File: config.mk
export PLATFORM = sky130hd
export DESIGN_NAME = rtc_i2c_regfile
export DESIGN_NICKNAME = d
export VERILOG_FILES = /design/src/rtl/rtc_i2c_pkg.sv /design/src/rtl/rtc_i2c_sync.sv /design/src/rtl/rtc_i2c_link.sv /design/src/rtl/rtc_i2c_store.sv /design/src/rtl/rtc_i2c_regfile.sv
export SDC_FILE = /design/constraint.sdc
export NUM_CORES = 1
export LEC_CHECK = 0
export BUFFER_PORTS_ARGS = -buffer_cell sky130_fd_sc_hd__buf_2
export CORE_AREA = 2 2 110 112
export DETAILED_ROUTE_END_ITERATION = 6
export DIE_AREA = 0 0 112 114
export PLACE_DENSITY = 0.85
export SYNTH_ARGS = -nofsm -noshare
export SYNTH_HDL_FRONTEND = slang
export SYNTH_SLANG_ARGS = --single-unit
export TNS_END_PERCENT = 10
File: constraint.sdc
create_clock -name clk -period 6.8 [get_ports clk]
set_clock_uncertainty 0.1 [all_clocks]
set_input_delay 0.68 -clock clk [delete_from_list [all_inputs] [get_ports clk]]
set_output_delay 0.68 -clock clk [all_outputs]
set_load 0.02 [all_outputs]
File: src/rtl/rtc_i2c_pkg.sv
package rtc_i2c_pkg;

  // Serial engine state
  typedef enum logic [2:0] {
    ST_IDLE,
    ST_RX,
    ST_ACK,
    ST_TX,
    ST_MACK,
    ST_IGNORE
  } bus_st_e;

  // What the next received byte means
  typedef enum logic [1:0] {
    PH_DEV,
    PH_PTR,
    PH_DATA,
    PH_READ
  } phase_e;

  localparam int BYTE_W = 8;

endpackage

File: src/rtl/rtc_i2c_sync.sv
module rtc_i2c_sync #(
  parameter int W      = 3,
  parameter int STAGES = 2
) (
  input  logic         clk,
  input  logic         rst_n,
  input  logic [W-1:0] d_in,
  output logic [W-1:0] q_out
);

  // One flop chain per line; idle level of every line is high
  for (genvar g = 0; g < W; g++) begin : g_line
    logic [STAGES-1:0] chain;
    always_ff @(posedge clk or negedge rst_n) begin
      if (!rst_n) chain <= '1;
      else        chain <= {chain[STAGES-2:0], d_in[g]};
    end
    assign q_out[g] = chain[STAGES-1];
  end

endmodule

File: src/rtl/rtc_i2c_link.sv
module rtc_i2c_link
  import rtc_i2c_pkg::*;
#(
  parameter logic [6:0] DEV_ADDR = 7'h51,
  parameter int         AW       = 4
) (
  input  logic              clk,
  input  logic              rst_n,
  input  logic              bus_rst_n,
  input  logic              scl_s,
  input  logic              sda_s,
  input  logic [BYTE_W-1:0] rd_byte,
  output logic              sda_oe,
  output logic              wr_en,
  output logic [AW-1:0]     wr_ptr,
  output logic [BYTE_W-1:0] wr_data,
  output logic [AW-1:0]     ptr_q
);

  bus_st_e           st;
  phase_e            ph;
  logic              rw_q;
  logic              mack_q;
  logic [3:0]        cnt;
  logic [BYTE_W-1:0] sh;
  logic              scl_d, sda_d;

  logic scl_rise, scl_fall, start_ev, stop_ev;
  assign scl_rise = scl_s & ~scl_d;
  assign scl_fall = ~scl_s & scl_d;
  assign start_ev = scl_s & scl_d & sda_d & ~sda_s;
  assign stop_ev  = scl_s & scl_d & ~sda_d & sda_s;

  always_ff @(posedge clk or negedge rst_n) begin
    if (!rst_n) begin
      scl_d <= 1'b1;
      sda_d <= 1'b1;
    end else begin
      scl_d <= scl_s;
      sda_d <= sda_s;
    end
  end

  always_ff @(posedge clk or negedge rst_n) begin
    if (!rst_n) begin
      st      <= ST_IDLE;
      ph      <= PH_DEV;
      rw_q    <= 1'b0;
      mack_q  <= 1'b0;
      cnt     <= '0;
      sh      <= '0;
      sda_oe  <= 1'b0;
      ptr_q   <= '0;
      wr_en   <= 1'b0;
      wr_ptr  <= '0;
      wr_data <= '0;
    end else if (!bus_rst_n) begin
      st     <= ST_IDLE;
      ph     <= PH_DEV;
      mack_q <= 1'b0;
      cnt    <= '0;
      sda_oe <= 1'b0;
      ptr_q  <= '0;
      wr_en  <= 1'b0;
    end else begin
      wr_en <= 1'b0;
      if (start_ev) begin
        st     <= ST_RX;
        ph     <= PH_DEV;
        cnt    <= '0;
        sda_oe <= 1'b0;
      end else if (stop_ev) begin
        st     <= ST_IDLE;
        sda_oe <= 1'b0;
      end else begin
        unique case (st)
          ST_RX: begin
            if (scl_rise && cnt < 4'd8) begin
              sh  <= {sh[BYTE_W-2:0], sda_s};
              cnt <= cnt + 4'd1;
            end else if (scl_fall && cnt == 4'd8) begin
              cnt <= '0;
              if (ph == PH_DEV && sh[7:1] != DEV_ADDR) begin
                st <= ST_IGNORE;
              end else begin
                sda_oe <= 1'b1;
                st     <= ST_ACK;
                if (ph == PH_DEV) begin
                  rw_q <= sh[0];
                end else if (ph == PH_PTR) begin
                  ptr_q <= sh[AW-1:0];
                end else begin
                  wr_en   <= 1'b1;
                  wr_ptr  <= ptr_q;
                  wr_data <= sh;
                  ptr_q   <= ptr_q + 1'b1;
                end
              end
            end
          end
          ST_ACK: begin
            if (scl_fall) begin
              if (ph == PH_DEV && rw_q) begin
                ph     <= PH_READ;
                sda_oe <= ~rd_byte[7];
                sh     <= {rd_byte[6:0], 1'b0};
                cnt    <= 4'd1;
                ptr_q  <= ptr_q + 1'b1;
                st     <= ST_TX;
              end else begin
                sda_oe <= 1'b0;
                st     <= ST_RX;
                ph     <= (ph == PH_DEV) ? PH_PTR : PH_DATA;
              end
            end
          end
          ST_TX: begin
            if (scl_fall) begin
              if (cnt < 4'd8) begin
                sda_oe <= ~sh[7];
                sh     <= {sh[BYTE_W-2:0], 1'b0};
                cnt    <= cnt + 4'd1;
              end else begin
                sda_oe <= 1'b0;
                mack_q <= 1'b0;
                st     <= ST_MACK;
              end
            end
          end
          ST_MACK: begin
            if (scl_rise) begin
              if (sda_s) st <= ST_IGNORE;
              else       mack_q <= 1'b1;
            end else if (scl_fall && mack_q) begin
              mack_q <= 1'b0;
              sda_oe <= ~rd_byte[7];
              sh     <= {rd_byte[6:0], 1'b0};
              cnt    <= 4'd1;
              ptr_q  <= ptr_q + 1'b1;
              st     <= ST_TX;
            end
          end
          default: ;
        endcase
      end
    end
  end

  // the target only starts pulling SDA while SCL is low
  p_oe_scl_low_r1: assert property (@(posedge clk) disable iff (!rst_n)
    $rose(sda_oe) |-> !scl_s);

  // an unanswered transfer never drives the line
  p_ignore_quiet_r2: assert property (@(posedge clk) disable iff (!rst_n)
    (st == ST_IGNORE) |-> !sda_oe);

  // storing at the top location leaves the pointer at zero
  p_ptr_wrap_r5: assert property (@(posedge clk) disable iff (!rst_n)
    (wr_en && wr_ptr == {AW{1'b1}}) |-> (ptr_q == '0));

  // bus reset stops writes and clears the pointer
  p_busrst_r10: assert property (@(posedge clk) disable iff (!rst_n)
    !bus_rst_n |=> (!wr_en && ptr_q == '0));

endmodule

File: src/rtl/rtc_i2c_store.sv
module rtc_i2c_store
  import rtc_i2c_pkg::*;
#(
  parameter int AW         = 4,
  parameter int LIVE_BYTES = 8,
  localparam int DEPTH     = 2 ** AW,
  localparam int NSCR      = DEPTH - LIVE_BYTES,
  localparam int LW        = $clog2(LIVE_BYTES)
) (
  input  logic                         clk,
  input  logic                         rst_n,
  input  logic                         wr_en,
  input  logic [AW-1:0]                wr_ptr,
  input  logic [BYTE_W-1:0]            wr_data,
  input  logic [AW-1:0]                rd_ptr,
  input  logic [LIVE_BYTES*BYTE_W-1:0] live_in,
  output logic [BYTE_W-1:0]            rd_byte,
  output logic                         tk_wr_valid,
  input  logic                         tk_wr_ready,
  output logic [LW-1:0]                tk_wr_addr,
  output logic [BYTE_W-1:0]            tk_wr_data
);

  logic [BYTE_W-1:0] scr [NSCR];
  logic              wr_live;

  assign wr_live = (wr_ptr < AW'(LIVE_BYTES));

  // Scratch / alarm bytes
  always_ff @(posedge clk or negedge rst_n) begin
    if (!rst_n) begin
      for (int j = 0; j < NSCR; j++) scr[j] <= '0;
    end else if (wr_en && !wr_live) begin
      for (int j = 0; j < NSCR; j++)
        if (wr_ptr == AW'(LIVE_BYTES + j)) scr[j] <= wr_data;
    end
  end

  // Read selection: live bytes below the boundary, scratch above
  always_comb begin
    rd_byte = '0;
    for (int i = 0; i < LIVE_BYTES; i++)
      if (rd_ptr == AW'(i)) rd_byte = live_in[i*BYTE_W +: BYTE_W];
    for (int j = 0; j < NSCR; j++)
      if (rd_ptr == AW'(LIVE_BYTES + j)) rd_byte = scr[j];
  end

  // Core write offer, held until accepted
  always_ff @(posedge clk or negedge rst_n) begin
    if (!rst_n) begin
      tk_wr_valid <= 1'b0;
      tk_wr_addr  <= '0;
      tk_wr_data  <= '0;
    end else if (wr_en && wr_live) begin
      tk_wr_valid <= 1'b1;
      tk_wr_addr  <= wr_ptr[LW-1:0];
      tk_wr_data  <= wr_data;
    end else if (tk_wr_valid && tk_wr_ready) begin
      tk_wr_valid <= 1'b0;
    end
  end

  // an unaccepted offer stays put while no new byte arrives
  p_offer_hold_r8: assert property (@(posedge clk) disable iff (!rst_n)
    (tk_wr_valid && !tk_wr_ready && !wr_en) |=>
      (tk_wr_valid && $stable(tk_wr_addr) && $stable(tk_wr_data)));

endmodule

File: src/rtl/rtc_i2c_regfile.sv
module rtc_i2c_regfile
  import rtc_i2c_pkg::*;
#(
  parameter logic [6:0] DEV_ADDR    = 7'h51,
  parameter int         AW          = 4,
  parameter int         LIVE_BYTES  = 8,
  parameter int         SYNC_STAGES = 2,
  localparam int        LW          = $clog2(LIVE_BYTES)
) (
  input  logic                         clk,
  input  logic                         rst_n,
  input  logic                         bus_rst_n,
  input  logic                         scl_i,
  input  logic                         sda_i,
  output logic                         sda_oe,
  input  logic [LIVE_BYTES*BYTE_W-1:0] tk_rd_data,
  output logic                         tk_wr_valid,
  input  logic                         tk_wr_ready,
  output logic [LW-1:0]                tk_wr_addr,
  output logic [BYTE_W-1:0]            tk_wr_data
);

  logic              scl_s, sda_s, bus_rst_s;
  logic              wr_en;
  logic [AW-1:0]     wr_ptr, ptr_q;
  logic [BYTE_W-1:0] wr_data, rd_byte;

  rtc_i2c_sync #(.W(3), .STAGES(SYNC_STAGES)) u_sync (
    .clk   (clk),
    .rst_n (rst_n),
    .d_in  ({bus_rst_n, sda_i, scl_i}),
    .q_out ({bus_rst_s, sda_s, scl_s})
  );

  rtc_i2c_link #(.DEV_ADDR(DEV_ADDR), .AW(AW)) u_link (
    .clk       (clk),
    .rst_n     (rst_n),
    .bus_rst_n (bus_rst_s),
    .scl_s     (scl_s),
    .sda_s     (sda_s),
    .rd_byte   (rd_byte),
    .sda_oe    (sda_oe),
    .wr_en     (wr_en),
    .wr_ptr    (wr_ptr),
    .wr_data   (wr_data),
    .ptr_q     (ptr_q)
  );

  rtc_i2c_store #(.AW(AW), .LIVE_BYTES(LIVE_BYTES)) u_store (
    .clk         (clk),
    .rst_n       (rst_n),
    .wr_en       (wr_en),
    .wr_ptr      (wr_ptr),
    .wr_data     (wr_data),
    .rd_ptr      (ptr_q),
    .live_in     (tk_rd_data),
    .rd_byte     (rd_byte),
    .tk_wr_valid (tk_wr_valid),
    .tk_wr_ready (tk_wr_ready),
    .tk_wr_addr  (tk_wr_addr),
    .tk_wr_data  (tk_wr_data)
  );

endmodule

-- Word level (Yosys, flattened, before mapping)
Index checks and enable logic that the tools add are counted.
- bits in registers: 121
- input port bits: 70
- output and inout bits: 13
- add/sub/neg operators: 2
- magnitude comparators: 2
- equality and inequality tests: 75
- muxes and demuxes: 103
- bitwise logic cells: 19
- reductions and logical operators: 30
- operators by type and width (cell ; number):
    $mux W8 ; 23
    $mux W4 ; 23
    $eq A4 B4 Y1 const B ; 17
    $mux W3 ; 12
    $pmux W8 S4 ; 1
    $mux W1 ; 31
    $ne A5 B2 Y1 const B ; 5
    $ne A4 B2 Y1 const B ; 6
    $reduce_and A8 Y1 ; 3
    $reduce_and A11 Y1 ; 2
    $ne A3 B2 Y1 const B ; 6
    $reduce_and A9 Y1 ; 2
    $eq A4 B3 Y1 const B ; 4
    $mux W2 ; 8
    $pmux W4 S4 ; 1
    $reduce_and A2 Y1 ; 8
    $ne A3 B3 Y1 const B ; 5
    $ne A5 B3 Y1 const B ; 3
    $ne A2 B1 Y1 const B ; 6
    $not A1 Y1 ; 12
    $pmux W3 S4 ; 1
    $pmux W4 S3 ; 1
    $ne A3 B1 Y1 const B ; 3
    $add A4 B1 Y4 const B ; 2
    other kinds (27) ; 46

-- Logic depth before layout (Yosys ltp)
Gate-level depths: netlist of the first run.
- depth in word-level cells: 24
- mapped depth: 10
- mapped depth without buffers: 8

-- Cells and area by module
Synthesis of the first run repeated with hierarchy kept, for this count alone.
- cells, all modules: 619
- area, all modules: 6802.8 µm²
- modules (own cells, without submodules) (module ; times used ; cells each ; area an instance (µm²)):
    rtc_i2c_store ; 1 ; 380 ; 4355.4
    rtc_i2c_link ; 1 ; 230 ; 2267.2
    rtc_i2c_sync ; 1 ; 9 ; 180.2

-- Least setup slack after synthesis of the first run
OpenSTA, ideal clock, no wires.
- kind: register to register
- start point: register u_link.ptr_q[0]
- end point: register u_link.sh[3]
- arrival time: 2.137 ns
- required time: 6.571 ns
- slack: 4.434 ns
- cell stages (with the launch flop): 11
- cells stage by stage: dfrtp_1 -> inv_1 -> ha_1 -> clkbuf_1 -> nor2b_1 -> clkbuf_1 -> a221o_1 -> a311oi_1 -> o21ai_1 -> a221oi_1 -> o31ai_1
- word-level cells in the longest chain between the ends: 20
- elaborated cells on any way between the ends: 37
- classes of those cells: eq/ne (15); mux (21); reduce/logical (1)
- ends and longest elaborated chain (element ; RTL line ; text):
    start, declared ; rtc_i2c_link.sv:17 ; output logic [AW-1:0] ptr_q
    start signal, assigned ; rtc_i2c_link.sv:91 ; ptr_q <= sh[AW-1:0];
    start signal, assigned ; rtc_i2c_link.sv:96 ; ptr_q <= ptr_q + 1'b1;
    start signal, assigned ; rtc_i2c_link.sv:108 ; ptr_q <= ptr_q + 1'b1;
    $logic_not A4 Y1 ; rtc_i2c_store.sv:43 ; if (rd_ptr == AW'(i)) rd_byte = live_in[i*BYTE_W +: BYTE_W];
    $mux W8 (8 in series) ; rtc_i2c_store.sv:43 ;
    $mux W8 (7 in series) ; rtc_i2c_store.sv:45 ; if (rd_ptr == AW'(LIVE_BYTES + j)) rd_byte = scr[j];
    $mux W8 * ; rtc_i2c_store.sv:45 ;
    $mux W8 (on tied branches) ; rtc_i2c_link.sv:134, rtc_i2c_link.sv:103 ;
    $mux W8 (on tied branches) ; rtc_i2c_link.sv:131, rtc_i2c_link.sv:102 ;
    $pmux W8 S4 * ; rtc_i2c_link.sv:76 ; unique case (st)
    end signal, assigned ; rtc_i2c_link.sv:79 ; sh <= {sh[BYTE_W-2:0], sda_s};
    end signal, assigned ; rtc_i2c_link.sv:106 ; sh <= {rd_byte[6:0], 1'b0};
    end signal, assigned ; rtc_i2c_link.sv:137 ; sh <= {rd_byte[6:0], 1'b0};
    end, declared ; rtc_i2c_link.sv:25 ; logic [BYTE_W-1:0] sh;
Mark *: on every way between the ends. The rest lies on a longest branch, timed or not. The select of a mux whose other input is x is not followed.
A chain may end at the register's enable or synchronous reset.

-- Final worst setup path of the first run
- start point: register u_link.ptr_q[0]
- end point: register u_link.sda_oe
- word-level cells in the longest chain between the ends: 24
- elaborated cells on any way between the ends: 41
- classes of those cells: eq/ne (15); mux (24); bitwise (1); reduce/logical (1)
- ends and longest elaborated chain (element ; RTL line ; text):
    $logic_not A4 Y1 ; rtc_i2c_store.sv:43 ;
    $mux W8 (8 in series) ; rtc_i2c_store.sv:43 ;
    $mux W8 (7 in series) ; rtc_i2c_store.sv:45 ;
    $mux W8 * ; rtc_i2c_store.sv:45 ;
    $not A1 Y1 * ; rtc_i2c_link.sv:105, rtc_i2c_link.sv:136 ;
    $mux W1 (on tied branches) ; rtc_i2c_link.sv:134, rtc_i2c_link.sv:103 ;
    $mux W1 (on tied branches) ; rtc_i2c_link.sv:131, rtc_i2c_link.sv:102 ;
    $pmux W1 S4 * ; rtc_i2c_link.sv:76 ;
    $mux W1 * ; rtc_i2c_link.sv:72 ; end else if (stop_ev) begin
    $mux W1 * ; rtc_i2c_link.sv:67 ; if (start_ev) begin
    $mux W1 * ; rtc_i2c_link.sv:57 ; end else if (!bus_rst_n) begin
    end signal, assigned ; rtc_i2c_link.sv:105 ; sda_oe <= ~rd_byte[7];
    end signal, assigned ; rtc_i2c_link.sv:120 ; sda_oe <= ~sh[7];
    end signal, assigned ; rtc_i2c_link.sv:136 ; sda_oe <= ~rd_byte[7];
    end, declared ; rtc_i2c_link.sv:13 ; output logic sda_oe,
Marks and branches as above.

==> impl_metrics.json, run 1 <==
{
  "cts_hold_buf": 0,
  "synth_cell_type_count": 72,
  "arrival_ps": 3250,
  "grt_pass1_vias": 5856,
  "period_needed_ps": 3070,
  "cts_max_path_buffers": 2,
  "wl_per_cell_um": 22.1,
  "crit_path_max_incr_delay_ps": 670,
  "insertion_delay_ps": 420,
  "slew_headroom_pct": 27.5,
  "synth_async_sr_flop_share_pct": 100,
  "clk_pin_slew_ps": 50,
  "path_max_fanout": 19,
  "via_per_inst": 6.74,
  "power.share.sequential_pct": 32.0,
  "n_antenna_cell": 0,
  "cp_slowest_cell": "nor2b_1",
  "yosys_warnings": 0,
  "max_freq_mhz": 326,
  "setup_viol": 0,
  "synth.area.top_cells": "dfrtp_1, mux2_2, dfstp_2, nand2b_1, o21ai_0",
  "synth_fp_nets": 737,
  "drtAntennaViolNets": 0,
  "synth_edf_count": 0,
  "fillers": 890,
  "power_leakage_nw": 3.64,
  "cts-buffers-inserted": 17,
  "required_ps": 6980,
  "hold_class": "input port to async pin",
  "tightest_slew_ps": 1090,
  "fin_crit_sh_pct": 45.1,
  "num_vias": 5926,
  "rsz0062_at_grt": "false",
  "htreeDepth": 4,
  "postSynthAreaPerCell_um2": 10.3,
  "start_util_pct": 58.1,
  "path_buf_inv": 1,
  "rows": 40,
  "clockRootBuffer": "clkbuf_16",
  "crit_type": "flop to flop",
  "synth.cell_area_mm2": 0.00680,
  "synth_ff_type": "dfrtp_1",
  "ir_drop_uv": 235,
  "drc_errors": 0,
  "antenna_found_initial": 0,
  "grt-ovfl-total": 0,
  "crit_cells": 8,
  "routabilityCongestion": 1.00,
  "drive_above_1_share_pct": 30.1,
  "post_cts_buffers": 0,
  "synth_top_area_cell": "dfrtp_1",
  "hpwlAfterDp_um": 13500,
  "grt_util_all_layers_pct": 31.3,
  "nets": 795,
  "slew_viol_final": 0,
  "syn_to_final_growth_pct": 15.1,
  "p_int_mw": 1.70,
  "route.final.wire_length_um": 19500,
  "io_pins": 83,
  "setup.worst_path.start_class": "flop",
  "design_area_mm2": 0.00783,
  "coreArea_mm2": 0.0117,
  "clkPwrFrac_pct": 33.0,
  "dr.first_iter.drc_count": 982,
  "status": "completed",
  "path_delay_family": "compound AO/OA/AOI/OAI gates",
  "pwr_density_cell_mw_per_mm2": 344,
  "fp.dieH_um": 114,
  "cts_tree": "built",
  "cp-end-kind": "flop",
  "reg2reg_depth": 8,
  "path_cells": "inv_1, ha_1, nor2b_1, a221oi_1, o21ai_0, a211oi_1, a311oi_1, mux2i_1",
  "p_sw_mw": 0.987,
  "dieArea_mm2": 0.0128,
  "comb_power_share_pct": 35.0,
  "portBuffers": 82,
  "synth.ff_latch_count": 121,
  "dr.pass1.iters": 5,
  "ys_seq_area_share_pct": 44.7,
  "setup_tns_ps": 0,
  "die_w_um": 112,
  "netlist_instances": 661,
  "grt_pass1_wl_um": 30900,
  "dpl_cell_area_mm2": 0.00724,
  "swShare_pct": 36.7,
  "synth_top_cell_area_share_pct": 41.6,
  "grt_max_degree": 91,
  "cap_violations": 0,
  "hold_viol_final": 0,
  "cts.sinks": 121,
  "cts_resized": 0
}
[state kept, by name, indices dropped and copies added, names as in the netlist]
signal and count:
u_link.cnt 4, u_link.ph 2, u_store.tk_wr_addr 3, u_link.mack_q 1
u_link.st 3, u_store.tk_wr_data 8, u_link.wr_ptr 4, u_link.sh 8
u_link.sda_d 1, u_link.scl_d 1, u_link.wr_data 8, u_store.tk_wr_valid 1
u_link.sda_oe 1, u_link.ptr_q 4, u_link.wr_en 1, u_link.rw_q 1
u_store.scr 64, u_sync.g_line.chain 6
[cells in the final DEF (no fill, tap or decap), types with 7 or more instances in the layout]
cell type  instances
mux2i_1            7
or2_2              7
nand3b_1          11
a221o_1            8
clkbuf_16         17
nor2_1            32
a221oi_1          10
a22oi_1           13
o2111ai_1          7
mux2_1            10
a311oi_1           7
nand2b_1          30
o221ai_1           8
a31oi_1            8
o22ai_1            9
dfstp_2            8
dfrtp_1          113
nand2_1           45
inv_1             13
o31ai_1            8
mux2_2            80
nor2b_1           16
o21ai_0           37
buf_2             81
a21oi_1           32
[power groups by stage]
stage	Clock (mW)	Sequential [mW]	Combinational, mW
6_report	0.887	0.860	0.941
3_5_place_dp	0	0.866	0.895
3_3_place_gp	0	0.863	0.874
2_1_floorplan	0	0.821	0.702
5_1_grt	0.930	0.865	1.01
4_1_cts	0.891	0.855	0.910
[worst reg2reg max path: stages, from the launching register on]
cell and delay (ps):
dfrtp_1 450, inv_1 140, ha_1 600, nor2b_1 670, a221oi_1 210, o21ai_0 250, a211oi_1 130, a311oi_1 260
mux2i_1 120
[per-layer routing]
layer | global-route usage, % | part of all wire, % | wire length (um) | vias to the layer above
li1 | - | - | - | 2588
met1 | 39.7 | 39 | 7590 | 2900
met2 | 50.6 | 49 | 9480 | 354
met3 | 7.33 | 8.4 | 1630 | 84
met4 | 15.9 | 3.9 | 759 | 0
met5 | 0 | 0 | 0 | -
[logic make-up (layout without fill, tap and decap cells)]
logic type / after synthesis / after routing / share of synthesized area, %
buffers and inverters: 63 / 134 / 3.66
and+or+nand+nor: 178 / 178 / 14.2
AOI/OAI and AO/OA: 193 / 193 / 19.9
adders and majority gates: 6 / 6 / 1.10
muxes: 98 / 98 / 16.2
xor gates and xnor gates: 2 / 2 / 0.258
DFF: 121 / 121 / 44.7
[Yosys cell counts, types with 3 or more instances]
| cell | instances |
|---|---|
| nand3_1 | 6 |
| buf_2 | 7 |
| mux2i_1 | 7 |
| a221oi_1 | 10 |
| o21ai_1 | 6 |
| nand2b_1 | 30 |
| dfrtp_1 | 113 |
| dfstp_2 | 8 |
| a2111oi_0 | 5 |
| o221ai_1 | 8 |
| o2111ai_1 | 7 |
| nand3b_1 | 11 |
| a22oi_1 | 13 |
| o22ai_1 | 9 |
| buf_1 | 13 |
| and2_1 | 4 |
| and3_1 | 5 |
| or3_1 | 5 |
| nor2_1 | 32 |
| a221o_1 | 8 |
| a31oi_1 | 8 |
| clkbuf_1 | 27 |
| mux2_2 | 80 |
| o21ai_0 | 37 |
| o32ai_1 | 5 |
| or2_2 | 7 |
| a21o_1 | 3 |
| nor2b_1 | 16 |
| a311oi_1 | 7 |
| mux2_1 | 10 |
| inv_1 | 13 |
| nor3_1 | 3 |
| a21oi_1 | 32 |
| o31ai_1 | 8 |
| nand2_1 | 45 |
| ha_1 | 6 |
| o211ai_1 | 4 |
[through the flow]
step                hold slack [ps]  std cells  util, %  power, mW  setup WS [ps]
CTS                             109        879     66.8       2.66           3790
detailed placement              247        847     61.8       1.76           3870
global placement                247        847     61.8       1.74           3970
global route                    123        879     66.8       2.81           3530
floorplan                       245        661        -       1.52           4430
finish                          103        879     66.8       2.69           3730
[final timing paths]
path	slack [ps]	endpoint	from
worst max register to register	3730	u_link.sda_oe$_DFFE_PN0P_	u_link.ptr_q[0]$_DFFE_PN0P_
worst max-delay path	3730	u_link.sda_oe$_DFFE_PN0P_	u_link.ptr_q[0]$_DFFE_PN0P_
max in group asynchronous	5050	u_store.scr[52]$_DFFE_PN0P_	rst_n
worst min-delay path	100	u_store.tk_wr_data[7]$_DFFE_PN0P_	rst_n
worst min register to register	250	u_sync.g_line[0].chain[1]$_DFF_PN1_	u_sync.g_line[0].chain[0]$_DFF_PN1_
min in group clk	250	u_sync.g_line[0].chain[1]$_DFF_PN1_	u_sync.g_line[0].chain[0]$_DFF_PN1_
[layout make-up]
cell class	instances	area (um2)	area share (%)
inverter	15	56.3	0.719
clock buffer	24	492	6.28
multi-input combinational	477	3510	44.9
clock inverter	8	92.6	1.18
timing repair buffer	87	450	5.76
sequential	121	3040	38.8
tap	147	184	2.35
Power figures use the tool's default switching activity.
==> run 2, diff against run 1 <==
CORE_AREA = 2 2 117 119   (was 2 2 110 112)
DIE_AREA = 0 0 119 121   (was 0 0 112 114)
PLACE_DENSITY = 0.79   (was 0.85)
clock period = 2.6 ns   (was 6.8 ns; I/O delays follow)
==> run 2 against run 1 <==
  * Wire length is 5.0% higher
  * Core utilization is 3.2 points lower
  * First-iteration DRC count is 41% lower
  * Clock power grew to 2.5 times the previous value
  * Die area is 13% higher
  * Global-route usage is 2.1 points lower
  * Flip-flop and latch count stayed put
  * Count of clock-buffer cells in the layout is 3 lower
  * Non-clock buffer count is 55 higher
  * Cell count is 9.6% higher
  * Critical path type unchanged
  * Largest cell class unchanged
  * Largest power group unchanged
==> impl_metrics.json, run 2 (synthesis gave the netlist of run 1 again) <==
{
  "dr.pass1.iters": 6,
  "grt-ovfl-total": 0,
  "required_ps": 2790,
  "io_pins": 83,
  "layout_commonest_cell": "dfrtp_1",
  "post_cts_buffers": 0,
  "num_vias": 6059,
  "setup.worst_path.start_class": "flop",
  "totalPowerFinal_mw": 7.42,
  "grt_pass1_wl_um": 32500,
  "setup_tns_ps": 0,
  "dpl_cell_area_mm2": 0.00769,
  "status": "completed",
  "setup_slack_ps": 105,
  "slew_viol_final": 0,
  "setup_viol": 0,
  "route.final.wire_length_um": 20400,
  "crit_type": "flop to flop",
  "cts_max_path_buffers": 2,
  "routabilityCongestion": 0.984,
  "path_buf_inv": 2,
  "path_max_fanout": 7,
  "drtAntennaViolNets": 0,
  "hpwlAfterDp_um": 14800,
  "nets": 850,
  "via_per_inst": 6.29,
  "ir_drop_uv": 759,
  "grt_util_all_layers_pct": 29.2,
  "clockRootBuffer": "clkbuf_16",
  "syn_to_final_growth_pct": 22.4,
  "top_register": "u_store.scr",
  "post-place-cells": 926,
  "path_delay_family": "compound AO/OA/AOI/OAI gates",
  "fin_util_pct": 63.6,
  "cts.sinks": 121,
  "max_freq_mhz": 401,
  "pwr_density_cell_mw_per_mm2": 891,
  "tightest_slew_ps": 824,
  "rows": 42,
  "dr.max_layer_used": "met4",
  "cts_tree": "built",
  "arrival_ps": 2690,
  "slew_headroom_pct": 44.9,
  "antenna_found_initial": 0,
  "reg2reg_from": "u_link.ptr_q[1]$_DFFE_PN0P_",
  "hold_viol_final": 0,
  "path_cells": "buf_4, ha_1, buf_4, a21oi_1, o21ai_0, a311oi_2, o21ai_1, a221oi_1, o31ai_1",
  "period_needed_ps": 2500,
  "cts-buffers-inserted": 17,
  "design_area_mm2": 0.00833,
  "cp-end-kind": "flop",
  "n_antenna_cell": 0,
  "fp.dieH_um": 121,
  "crit_path_start": "u_link.ptr_q[1]$_DFFE_PN0P_",
  "largest_reg_flops": 64,
  "mostFrequentLayoutCells": "dfrtp_1, buf_2, mux2_2",
  "htreeDepth": 4,
  "rsz0062_at_grt": "true",
  "drc_errors": 0,
  "dieArea_mm2": 0.0144,
  "hold_class": "flop to flop",
  "power_leakage_nw": 3.90,
  "dr.first_iter.drc_count": 575,
  "portBuffers": 82,
  "worstHoldStart": "u_sync.g_line[0].chain[0]$_DFF_PN1_",
  "wl_met1_um": 8490,
  "path_common_cell": "buf_4",
  "crit_path_max_incr_delay_ps": 390,
  "hold_ws_ps": 251,
  "route.met2.wl_um": 10000,
  "cp_slowest_cell": "a311oi_2",
  "coreArea_mm2": 0.0131,
  "insertion_delay_ps": 420,
  "drive_above_1_share_pct": 35.1,
  "final_cells": 963,
  "grt_pass1_vias": 6018,
  "clk_pin_slew_ps": 60,
  "fin_crit_sh_pct": 96.0,
  "wl_per_cell_um": 21.2,
  "wl_met3_um": 1370,
  "cap_violations": 0,
  "grt_max_degree": 59,
  "dp_slack_ps": 73.2,
  "start_util_pct": 52.0,
  "die_w_um": 119
}
[run 2: what timing repair did]
action | in CTS | in global routing
hold endpoints to repair | 45 | 0
gates resized for setup | 0 | 6
endpoints found under the setup margin | 0 | 9
hold buffers | 5 | 0
[run 2: cell type report]
cell class,count,area [um2]
flip-flops and latches,121,3040
clock inverters,11,97.6
clock buffers,21,460
inverters,15,56.3
multi-input cells,477,3540
well taps,176,220
fillers,1050,4760
repair buffers,142,913
[run 2: final timing paths]
path | end | slack (ps) | depth (start not counted)
worst max register to register | u_link.sh[6]$_DFFE_PN0P_ | 100 | 9
max in group asynchronous | u_sync.g_line[2].chain[0]$_DFF_PN1_ | 1370 | 3
worst min-delay path | u_sync.g_line[0].chain[1]$_DFF_PN1_ | 250 | 0
min in group asynchronous | u_link.wr_data[4]$_DFFE_PN0P_ | 280 | 2
worst min register to register | u_sync.g_line[0].chain[1]$_DFF_PN1_ | 250 | 0
worst max-delay path | u_link.sh[6]$_DFFE_PN0P_ | 100 | 9
[run 2: report_power, final]
group          switching (mW)  internal, mW  leakage, nW
combinational            1.77          1.27         1.98
clock                   0.862          1.36        0.265
sequential              0.149          2.01         1.65
[run 2: per-layer routing]
layer  GRT usage, %  vias up
met4           10.8        0
met5              0        -
li1               -     2709
met1           39.2     3012
met3           5.40       62
met2           47.5      276
==> run 3, diff against run 2 <==
CELL_PAD_IN_SITES_DETAIL_PLACEMENT = 1   (was unset)
CELL_PAD_IN_SITES_GLOBAL_PLACEMENT = 2   (was unset)
CORE_AREA = 2 2 145 147   (was 2 2 117 119)
DIE_AREA = 0 0 147 149   (was 0 0 119 121)
==> run 3 against run 2 <==
  * Die area up 52%
  * Via count fell by 2.2%
  * Count of clock-buffer cells in the layout is 4 lower
  * Combinational power is essentially flat
  * Fmax shrank 2.3%
  * Sequential power up 3%
  * Clock power rose by 9%
  * Global-route usage decreased by 7.3 points
  * Core utilization is 22 points lower
  * Register-to-register slack worse by 60 ps
  * First-iteration DRC count decreased by 29%
  * Non-clock buffer count decreased by 5
  * Critical endpoint is now u_link.sh[7]$_DFFE_PN0P_
  * Largest power group unchanged
  * Highest routed layer unchanged
==> impl_metrics.json, run 3 (synthesis gave the netlist of run 1 again) <==
{
  "status": "completed",
  "fin_crit_sh_pct": 98.2,
  "required_ps": 2800,
  "clkPwrFrac_pct": 31.4,
  "grt_pass1_wl_um": 37100,
  "start_util_pct": 33.1,
  "route.final.wire_length_um": 23300,
  "setup_viol": 0,
  "hpwlAfterDp_um": 16900,
  "period_needed_ps": 2550,
  "portBuffers": 82,
  "tightest_slew_ps": 855,
  "wl_per_cell_um": 22.1,
  "cts_max_path_buffers": 2,
  "num_vias": 5925,
  "cap_violations": 0,
  "cp_slowest_cell": "dfrtp_1",
  "path_common_cell": "o21ai_0",
  "dpl_cell_area_mm2": 0.00781,
  "dr.pass1.iters": 5,
  "antenna_found_initial": 0,
  "cts-buffers-inserted": 17,
  "power.share.sequential_pct": 29.0,
  "dieArea_mm2": 0.0219,
  "comb_power_share_pct": 39.7,
  "hold_class": "flop to flop",
  "rows": 53,
  "max_freq_mhz": 391,
  "die_w_um": 147,
  "p_sw_mw": 2.92,
  "grt_util_all_layers_pct": 21.9,
  "drc_errors": 0,
  "crit_path_max_incr_delay_ps": 420,
  "path_cells": "buf_4, ha_1, buf_12, a21oi_1, o21ai_0, a311oi_2, o21ai_0, a221oi_1, o31ai_1",
  "routabilityCongestion": 0.876,
  "mostFrequentLayoutCells": "dfrtp_1, buf_2, mux2_2",
  "power_leakage_nw": 3.90,
  "clockRootBuffer": "clkbuf_16",
  "path_max_fanout": 40,
  "grt_max_degree": 42,
  "p_int_mw": 4.79,
  "fp.dieH_um": 149,
  "setup.worst_path.start_class": "flop",
  "rsz0062_at_grt": "true",
  "nets": 845,
  "path_delay_family": "compound AO/OA/AOI/OAI gates",
  "largest_reg_flops": 64,
  "hold_ws_ps": 251,
  "grt_pass1_vias": 6378,
  "slew_headroom_pct": 42.8,
  "via_per_inst": 5.61,
  "pwr_density_cell_mw_per_mm2": 904,
  "multi_input_area_mm2": 0.00357,
  "n_antenna_cell": 0,
  "coreArea_mm2": 0.0206,
  "arrival_ps": 2750,
  "top_register": "u_store.scr",
  "cts_tree": "built",
  "drive_above_1_share_pct": 35.8,
  "layout_commonest_cell": "dfrtp_1",
  "dr.first_iter.drc_count": 409,
  "io_pins": 83,
  "fillers": 2283,
  "ir_drop_uv": 379,
  "syn_to_final_growth_pct": 25.4,
  "cts.sinks": 121,
  "drtAntennaViolNets": 0,
  "grt-ovfl-total": 0,
  "clk_pin_slew_ps": 60,
  "slew_viol_final": 0,
  "register_area_mm2": 0.00304,
  "insertion_delay_ps": 420,
  "crit_type": "flop to flop",
  "swShare_pct": 37.9,
  "totalPowerFinal_mw": 7.71,
  "hold_viol_final": 0,
  "design_area_mm2": 0.00853,
  "htreeDepth": 4,
  "path_buf_inv": 2,
  "cp-end-kind": "flop"
}
## run 3: worst register-to-register path, cell delays in order (launching register included)
cell and delay (ps):
dfrtp_1 420, buf_4 150, ha_1 200, buf_12 190, a21oi_1 230, o21ai_0 140
a311oi_2 360, o21ai_0 210, a221oi_1 340, o31ai_1 100
## run 3: power groups by stage
stage,combinational (mW),clock (mW),sequential (mW)
2_1_floorplan,1.83,0,2.15
3_3_place_gp,2.83,0,2.25
3_5_place_dp,2.87,0,2.25
4_1_cts,2.93,2.45,2.22
5_1_grt,3.33,2.56,2.25
6_report,3.06,2.42,2.23
## run 3: worst paths after layout
check | cells after the start | slack, ps | startpoint | to
worst max-delay path | 9 | 50 | u_link.ptr_q[1]$_DFFE_PN0P_ | u_link.sh[7]$_DFFE_PN0P_
worst min-delay path | 0 | 250 | u_sync.g_line[0].chain[0]$_DFF_PN1_ | u_sync.g_line[0].chain[1]$_DFF_PN1_
worst max register to register | 9 | 50 | u_link.ptr_q[1]$_DFFE_PN0P_ | u_link.sh[7]$_DFFE_PN0P_
max in group asynchronous | 3 | 1440 | rst_n | u_sync.g_line[0].chain[0]$_DFF_PN1_
worst min register to register | 0 | 250 | u_sync.g_line[0].chain[0]$_DFF_PN1_ | u_sync.g_line[0].chain[1]$_DFF_PN1_
min in group asynchronous | 2 | 280 | rst_n | u_store.tk_wr_valid$_DFFE_PN0P_
## run 3: layout make-up
| type | instances | share of cell area (%) |
|---|---|---|
| clock inverter | 15 | 2.08 |
| tap | 275 | 4.03 |
| multi-input combinational | 477 | 41.9 |
| clock buffer | 17 | 4.99 |
| sequential | 121 | 35.6 |
| inverter | 15 | 0.704 |
| timing repair buffer | 137 | 10.7 |
## run 3: through the flow
step	worst slack [ps]	setup TNS, ps	utilization, %	std cells
finish	45.6	0	41.5	1057
global route	-28.7	-71.9	41.5	1057
floorplan	234	0	-	661
detailed placement	-3.95	-3.95	38.0	1019
global placement	50.1	0	38.0	1019
CTS	24.6	0	41.2	1056
## run 3: timing repair
| action | CTS | global route |
|---|---|---|
| buffers inserted | 0 | 1 |
| pin swaps | 0 | 1 |
| hold buffers | 5 | 0 |
| endpoints found under the setup margin | 1 | 8 |
| endpoints found under the hold margin | 43 | 0 |
| resized for setup | 1 | 12 |
## run 3: routing by layer
layer	up-vias	global-route usage, %	share of wire, %
li1	2682	-	-
met1	3083	29.1	45
met2	120	36.8	50
met3	40	3.39	3.0
met4	0	7.26	2.0
met5	-	0	0
